### src/rtl/phy_tif_pkg.sv
package phy_tif_pkg;

  localparam int unsigned NUM_STEPS = 8;

  typedef enum logic [3:0] {
    ST_IDLE       = 4'd0,
    ST_CLR_SET    = 4'd1,
    ST_CLR_REL    = 4'd2,
    ST_CLK_UP     = 4'd3,
    ST_ADDR       = 4'd4,
    ST_ADDR_LATCH = 4'd5,
    ST_DATA       = 4'd6,
    ST_DATA_LATCH = 4'd7,
    ST_FINISH     = 4'd8
  } step_t;

  typedef struct packed {
    logic clr;
    logic stb;
    logic en;
    logic put_code;
    logic put_data;
  } pin_plan_t;

  function automatic step_t step_after(step_t s);
    case (s)
      ST_CLR_SET:    return ST_CLR_REL;
      ST_CLR_REL:    return ST_CLK_UP;
      ST_CLK_UP:     return ST_ADDR;
      ST_ADDR:       return ST_ADDR_LATCH;
      ST_ADDR_LATCH: return ST_DATA;
      ST_DATA:       return ST_DATA_LATCH;
      ST_DATA_LATCH: return ST_FINISH;
      default:       return ST_IDLE;
    endcase
  endfunction

  function automatic pin_plan_t plan_of(step_t s);
    pin_plan_t p;
    p = '0;
    case (s)
      ST_CLR_SET:    p.clr = 1'b1;
      ST_CLK_UP:     p.stb = 1'b1;
      ST_ADDR:       begin p.stb = 1'b1; p.en = 1'b1; p.put_code = 1'b1; end
      ST_ADDR_LATCH: begin p.en = 1'b1; p.put_code = 1'b1; end
      ST_DATA:       p.put_data = 1'b1;
      ST_DATA_LATCH: begin p.stb = 1'b1; p.put_data = 1'b1; end
      ST_FINISH:     p.put_data = 1'b1;
      default:       p = '0;
    endcase
    return p;
  endfunction

endpackage

### src/rtl/phy_tif_hold_timer.sv
module phy_tif_hold_timer #(
  parameter int unsigned HOLD_CYCLES = 3
) (
  input  logic clk,
  input  logic rst_n,
  input  logic run_i,
  output logic last_o
);

  generate
    if (HOLD_CYCLES <= 1) begin : g_single
      assign last_o = run_i;
    end else begin : g_count
      localparam int unsigned CW = $clog2(HOLD_CYCLES);
      localparam logic [CW-1:0] LAST = CW'(HOLD_CYCLES - 1);
      logic [CW-1:0] cnt_q;

      always_ff @(posedge clk) begin
        if (!rst_n)                cnt_q <= '0;
        else if (!run_i)           cnt_q <= '0;
        else if (cnt_q == LAST)    cnt_q <= '0;
        else                       cnt_q <= cnt_q + 1'b1;
      end

      assign last_o = run_i && (cnt_q == LAST);

      // counter never leaves its window
      a_r7_cnt_window: assert property (@(posedge clk) disable iff (!rst_n)
        cnt_q <= LAST);
      // an idle timer restarts from zero
      a_r7_idle_zero: assert property (@(posedge clk) disable iff (!rst_n)
        !run_i |=> cnt_q == '0);
    end
  endgenerate

endmodule

### src/rtl/phy_tif_seq.sv
module phy_tif_seq
  import phy_tif_pkg::*;
#(
  parameter int unsigned DIN_W = 8
) (
  input  logic             clk,
  input  logic             rst_n,
  input  logic             start_i,
  input  logic [DIN_W-1:0] code_i,
  input  logic [DIN_W-1:0] data_i,
  input  logic             adv_i,
  output step_t            step_o,
  output step_t            step_nxt_o,
  output logic [DIN_W-1:0] code_o,
  output logic [DIN_W-1:0] data_o,
  output logic             busy_o,
  output logic             accept_o
);

  step_t            step_q;
  logic [DIN_W-1:0] code_q;
  logic [DIN_W-1:0] data_q;

  assign busy_o   = (step_q != ST_IDLE);
  assign accept_o = !busy_o && start_i;

  always_comb begin
    if (!busy_o)     step_nxt_o = accept_o ? ST_CLR_SET : ST_IDLE;
    else if (adv_i)  step_nxt_o = step_after(step_q);
    else             step_nxt_o = step_q;
  end

  always_ff @(posedge clk) begin
    if (!rst_n) begin
      step_q <= ST_IDLE;
      code_q <= '0;
      data_q <= '0;
    end else begin
      step_q <= step_nxt_o;
      if (accept_o) begin
        code_q <= code_i;
        data_q <= data_i;
      end
    end
  end

  assign step_o = step_q;
  assign code_o = code_q;
  assign data_o = data_q;

  // operands frozen while a write runs
  a_r8_operands_frozen: assert property (@(posedge clk) disable iff (!rst_n)
    busy_o |=> $stable(code_q) && $stable(data_q));
  // a step only moves on when the hold timer says so
  a_r7_step_held: assert property (@(posedge clk) disable iff (!rst_n)
    (busy_o && !adv_i) |=> step_q == $past(step_q));
  // an accepted start always opens with the clear step
  a_r9_start_opens: assert property (@(posedge clk) disable iff (!rst_n)
    accept_o |=> step_q == ST_CLR_SET);

endmodule

### src/rtl/phy_tif_drive.sv
module phy_tif_drive
  import phy_tif_pkg::*;
#(
  parameter int unsigned DIN_W = 8
) (
  input  logic             clk,
  input  logic             rst_n,
  input  step_t            step_nxt_i,
  input  logic [DIN_W-1:0] code_nxt_i,
  input  logic [DIN_W-1:0] data_nxt_i,
  output logic             tst_clr_o,
  output logic             tst_clk_o,
  output logic             tst_en_o,
  output logic [DIN_W-1:0] tst_din_o
);

  pin_plan_t        plan;
  logic [DIN_W-1:0] din_nxt;

  assign plan = plan_of(step_nxt_i);

  always_comb begin
    if (plan.put_code)      din_nxt = code_nxt_i;
    else if (plan.put_data) din_nxt = data_nxt_i;
    else                    din_nxt = '0;
  end

  always_ff @(posedge clk) begin
    if (!rst_n) begin
      tst_clr_o <= 1'b0;
      tst_clk_o <= 1'b0;
      tst_en_o  <= 1'b0;
      tst_din_o <= '0;
    end else begin
      tst_clr_o <= plan.clr;
      tst_clk_o <= plan.stb;
      tst_en_o  <= plan.en;
      tst_din_o <= din_nxt;
    end
  end

  // clear is asserted alone
  a_r2_clear_alone: assert property (@(posedge clk) disable iff (!rst_n)
    tst_clr_o |-> !tst_clk_o && !tst_en_o && (tst_din_o == '0));
  // enable only rises while the strobe is already high
  a_r4_en_rise_under_stb: assert property (@(posedge clk) disable iff (!rst_n)
    $rose(tst_en_o) |-> tst_clk_o && $past(tst_clk_o));
  // code steady across the capturing falling edge
  a_r4_code_steady: assert property (@(posedge clk) disable iff (!rst_n)
    ($fell(tst_clk_o) && tst_en_o) |-> $stable(tst_din_o) && $past(tst_en_o));
  // data steady across the capturing rising edge
  a_r5_data_steady: assert property (@(posedge clk) disable iff (!rst_n)
    ($rose(tst_clk_o) && !tst_en_o) |-> $stable(tst_din_o) && !$past(tst_en_o));

endmodule

### src/rtl/phy_tif_writer.sv
module phy_tif_writer
  import phy_tif_pkg::*;
#(
  parameter int unsigned DIN_W       = 8,
  parameter int unsigned HOLD_CYCLES = 3
) (
  input  logic             clk,
  input  logic             rst_n,
  input  logic             start_i,
  input  logic [DIN_W-1:0] code_i,
  input  logic [DIN_W-1:0] data_i,
  output logic             busy_o,
  output logic             done_o,
  output logic             tst_clr_o,
  output logic             tst_clk_o,
  output logic             tst_en_o,
  output logic [DIN_W-1:0] tst_din_o
);

  localparam int unsigned WRITE_CYCLES = NUM_STEPS * HOLD_CYCLES;

  step_t            step_cur;
  step_t            step_nxt;
  logic [DIN_W-1:0] code_held;
  logic [DIN_W-1:0] data_held;
  logic             step_last;
  logic             accepted;
  logic             finishing;

  phy_tif_hold_timer #(.HOLD_CYCLES(HOLD_CYCLES)) u_timer (
    .clk    (clk),
    .rst_n  (rst_n),
    .run_i  (busy_o),
    .last_o (step_last)
  );

  phy_tif_seq #(.DIN_W(DIN_W)) u_seq (
    .clk        (clk),
    .rst_n      (rst_n),
    .start_i    (start_i),
    .code_i     (code_i),
    .data_i     (data_i),
    .adv_i      (step_last),
    .step_o     (step_cur),
    .step_nxt_o (step_nxt),
    .code_o     (code_held),
    .data_o     (data_held),
    .busy_o     (busy_o),
    .accept_o   (accepted)
  );

  // Pins are registered from the next step and the next operands,
  // so the pin flops line up with step_cur.
  logic [DIN_W-1:0] code_nxt;
  logic [DIN_W-1:0] data_nxt;
  assign code_nxt = accepted ? code_i : code_held;
  assign data_nxt = accepted ? data_i : data_held;

  phy_tif_drive #(.DIN_W(DIN_W)) u_drive (
    .clk        (clk),
    .rst_n      (rst_n),
    .step_nxt_i (step_nxt),
    .code_nxt_i (code_nxt),
    .data_nxt_i (data_nxt),
    .tst_clr_o  (tst_clr_o),
    .tst_clk_o  (tst_clk_o),
    .tst_en_o   (tst_en_o),
    .tst_din_o  (tst_din_o)
  );

  assign finishing = (step_cur == ST_FINISH) && step_last;
  assign done_o    = finishing;

  // done is a single-cycle pulse
  a_r6_done_single: assert property (@(posedge clk) disable iff (!rst_n)
    done_o |=> !done_o);
  // after done every pin is low
  a_r6_idle_after_done: assert property (@(posedge clk) disable iff (!rst_n)
    done_o |=> !busy_o && !tst_clk_o && !tst_en_o && !tst_clr_o && (tst_din_o == '0));
  // done falls inside the busy window
  a_r9_done_in_busy: assert property (@(posedge clk) disable iff (!rst_n)
    done_o |-> busy_o);
  // a start during busy does not extend the write
  a_r8_start_ignored: assert property (@(posedge clk) disable iff (!rst_n)
    (busy_o && start_i && done_o) |=> !busy_o);
  // idle means quiet pins
  a_r1_idle_quiet: assert property (@(posedge clk) disable iff (!rst_n)
    !busy_o |-> !tst_clk_o && !tst_en_o && !tst_clr_o);
  // write length is a whole number of steps
  initial a_r7_length_sane: assert (WRITE_CYCLES >= NUM_STEPS);

endmodule

### config.mk
export PLATFORM = sky130hd
export DESIGN_NAME = phy_tif_writer
export DESIGN_NICKNAME = d
export VERILOG_FILES = /design/src/rtl/phy_tif_pkg.sv /design/src/rtl/phy_tif_hold_timer.sv /design/src/rtl/phy_tif_seq.sv /design/src/rtl/phy_tif_drive.sv /design/src/rtl/phy_tif_writer.sv
export SDC_FILE = /design/constraint.sdc
export NUM_CORES = 1
export LEC_CHECK = 0
export BUFFER_PORTS_ARGS = -buffer_cell sky130_fd_sc_hd__buf_2
export CAP_MARGIN = 5
export CORE_UTILIZATION = 50
export DETAILED_ROUTE_END_ITERATION = 16
export GPL_ROUTABILITY_DRIVEN = 0
export GPL_TIMING_DRIVEN = 0
export PLACE_DENSITY = 0.76
export SYNTH_ARGS = -nofsm -noshare
export SYNTH_HDL_FRONTEND = slang
export SYNTH_SLANG_ARGS = --single-unit
export TNS_END_PERCENT = 10
### constraint.sdc
create_clock -name clk -period 2.3 [get_ports clk]
set_input_delay 0 -clock clk [delete_from_list [all_inputs] [get_ports clk]]
set_output_delay 0 -clock clk [all_outputs]
set_load 0.02 [all_outputs]
==> flow_summary_export.csv <==
group,metric,value,unit
outcome,run_status,"finished clean",
cts,htree_num_levels,2,
cts,clock_sink_count,33,
layout,fin_nets,200,
sta,report.final.hold_viol_count,0,
logic_synthesis,ys_ff_latch,33,
logic_synthesis,synthesis.instances,125,
sta,timing.max_slew.rel_slack,30.58,%
logic_synthesis,yosysTopAreaCellShare,50.97,%
logic_synthesis,synth_async_sr_flop_share,0,%
floorplan,chipWidth,52.92,µm
route,antenna_left,0,
sta,timing.setup.tns,0,ns
sta,maxSlewViolCount,0,
power_and_ir_drop,vdd_ir_drop_max,768.9,µV
route,first_iter_violations,5,
cts,ctsRootBufferMaster,"clkbuf_4",
sta,rsz0062_at_grt,"no",
cts,clockBufferDepth,2,
route,dr.pass1.iters,4,
cts,cts_post_setup_buffers_inserted,0,
run,max-cap-violations,0,
floorplan,die_height,52.92,µm
layout,post_layout_nonfiller_instances,211,
critical_path,startpoint_type,"flop",
layout,final_cell_area_excluding_filler_cells,0.001714,mm²
cts,cts-resized-gates,0,
critical_path,criticalPathCategory,"reg -> reg",
logic_synthesis,synth-main-ff-cell,"dfxtp_1",
floorplan,rows,18,
cts,clk_pin_slew,0.10,ns
route,vias,1083,
layout,syn_to_final_growth,32.24,%
layout,share_of_layout_cells_above_drive_strength_1,26.52,%
floorplan,fp.coreArea,0.002455,mm²
logic_synthesis,synth_seq_area_share,50.97,%
route,drc_errors_left,0,
logic_synthesis,postSynthAreaPerCell,10.37,µm²
placement,place_area,0.001489,mm²
cts,cts-buffers-inserted,5,
logic_synthesis,post-synth-top-count-cell,"dfxtp_1",
power_and_ir_drop,power.density,613.5,mW/mm²
critical_path,worst_ep_arrival_time,2.26,ns
critical_path,critical_path.max_fanout,10,
logic_synthesis,syn-cell-area,0.001296,mm²
global_routing,grt_first_pass_wirelength,4174,µm
route,wl,2515,µm
floorplan,io_pins,32,
critical_path,worstPathRequired,2.45,ns
cts,cts_hold_buffers,17,
layout,insertedDiodeCount,0,
cts,clock_tree_from_tritoncts,"built",
global_routing,grt_pass1_vias,1003,
logic_synthesis,synth_warnings,0,
sta,fin_skew,0.01076,ns
sta,post-route-period-util,91.90,%
placement,port_buffers,31,
global_routing,grt_max_degree,12,
critical_path,reg2reg_slack,0.19,ns
logic_synthesis,synth_top_cells_by_area,"dfxtp_1 51%, mux2i_1 13%, nor2b_1 8.2%, o22ai_1 3.9%, buf_6 2.6%",
global_routing,global_route.overflow_total,0,
logic_synthesis,number_of_synthesized_flops_with_an_enable_pin,0,
floorplan,die-area,0.002800,mm²
route,via_per_inst,5.133,
logic_synthesis,yosys.cell_types.count,28,
route,drt-wirelength-per-cell,11.92,µm
global_routing,grt_usage,21.25,%
logic_synthesis,synthTopCellsByCount,"33 x dfxtp_1, 17 x mux2i_1, 17 x nor2b_1, 8 x o22ai_1, 7 x nor2_1",
placement,place_inst,186,
power_and_ir_drop,power_leakage,0.8069,nW
sta,post-route-min-period,2.114,ns
critical_path,endpoint_kind,"flop",
global_routing,grt_antenna_before_repair,0,
logic_synthesis,synth_fp_nets,145,
logic_synthesis,synth.largest_area_cell,"dfxtp_1",
cts,insertion_delay,0.33,ns
floorplan,start_util,52.80,%
sta,timing_worst_slew_pin_value,1.030,ns
min_path,worst_hold_path_type,"in -> reg",
sta,fmax,473.1,MHz
placement,place.detailed.hpwl,1619,µm
sta,final-setup-viol-count,0,
-- sequential cells by signal, summed over array words and instances, names as in the netlist --
name	cells
u_drive.tst_din_o	8
u_seq.code_o	8
u_seq.data_o	8
u_seq.step_o	4
u_timer.g_count.cnt_q	2
u_drive.tst_clk_o	1
u_drive.tst_clr_o	1
u_drive.tst_en_o	1
-- cells in the final DEF (no fill, tap or decap), types with 3 or more instances in the layout --
master / n
clkbuf_4: 5
buf_2: 35
buf_6: 3
nand2_1: 3
nor2b_1: 17
dfxtp_1: 33
dlygate4sd3_1: 17
o21ai_0: 4
mux2i_1: 17
nor2_1: 7
o22ai_1: 8
a21oi_1: 4
-- routing by layer --
layer / up-vias / part of all wire, % / GRT usage (%)
li1: 540 / - / -
met1: 514 / 44 / 24.11
met2: 25 / 52 / 38.61
met3: 4 / 3.5 / 6.034
met4: 0 / 1.2 / 5.263
met5: - / 0 / 0
-- report_power, final --
group          internal, mW  switching, mW
sequential            0.596        0.00636
combinational        0.0743         0.0649
clock                 0.115          0.195
-- through the flow --
| stage | setup slack, ns | hold WS [ns] | util [%] | power [mW] |
|---|---|---|---|---|
| 2_1_floorplan | 0.6284 | 0.1538 | - | 0.6965 |
| 3_3_place_gp | 0.1615 | 0.2781 | 60.65 | 0.7279 |
| 3_5_place_dp | 0.1488 | 0.2888 | 60.65 | 0.7322 |
| 4_1_cts | 0.1321 | 0.02874 | 69.83 | 1.054 |
| 5_1_grt | 0.03308 | 0.04302 | 69.83 | 1.100 |
| 6_report | 0.1862 | 0.03416 | 69.83 | 1.052 |
-- worst paths after layout --
check	startpoint	endpoint	depth (start not counted)
worst max-delay path	u_timer.g_count.cnt_q[0]	u_drive.tst_din_o[3]	7
worst min-delay path	start_i	u_drive.tst_clr_o	3
worst max register to register	u_timer.g_count.cnt_q[0]	u_drive.tst_din_o[3]	7
worst min register to register	u_timer.g_count.cnt_q[0]	u_timer.g_count.cnt_q[0]	1
-- critical path, stage by stage (launching register included) --
cell	delay [ns]
dfxtp_1	0.34
inv_1	0.04
ha_1	0.19
buf_6	0.13
a21oi_1	0.14
nor3b_1	0.06
o21ai_0	0.81
o22ai_1	0.22
-- layout make-up --
type	count	area (µm²)
Sequential cell	33	660.6
Inverter	2	7.507
Multi-Input combinational cell	81	566.8
Timing Repair Buffer	48	325.3
Clock buffer	5	37.54
Fill cell	201	740.7
Clock inverter	3	17.52
Buffer	9	61.31
Tap cell	30	37.54
-- cell families after synthesis --
logic type	Yosys count	synth area share, %
AOI/OAI and AO/OA	21	9.846
adders and majority gates	1	0.9651
buffers and inverters	11	5.309
DFF	33	50.96
muxes	17	13.13
and+or+nand+nor	42	19.79
Power figures use the tool's default switching activity.
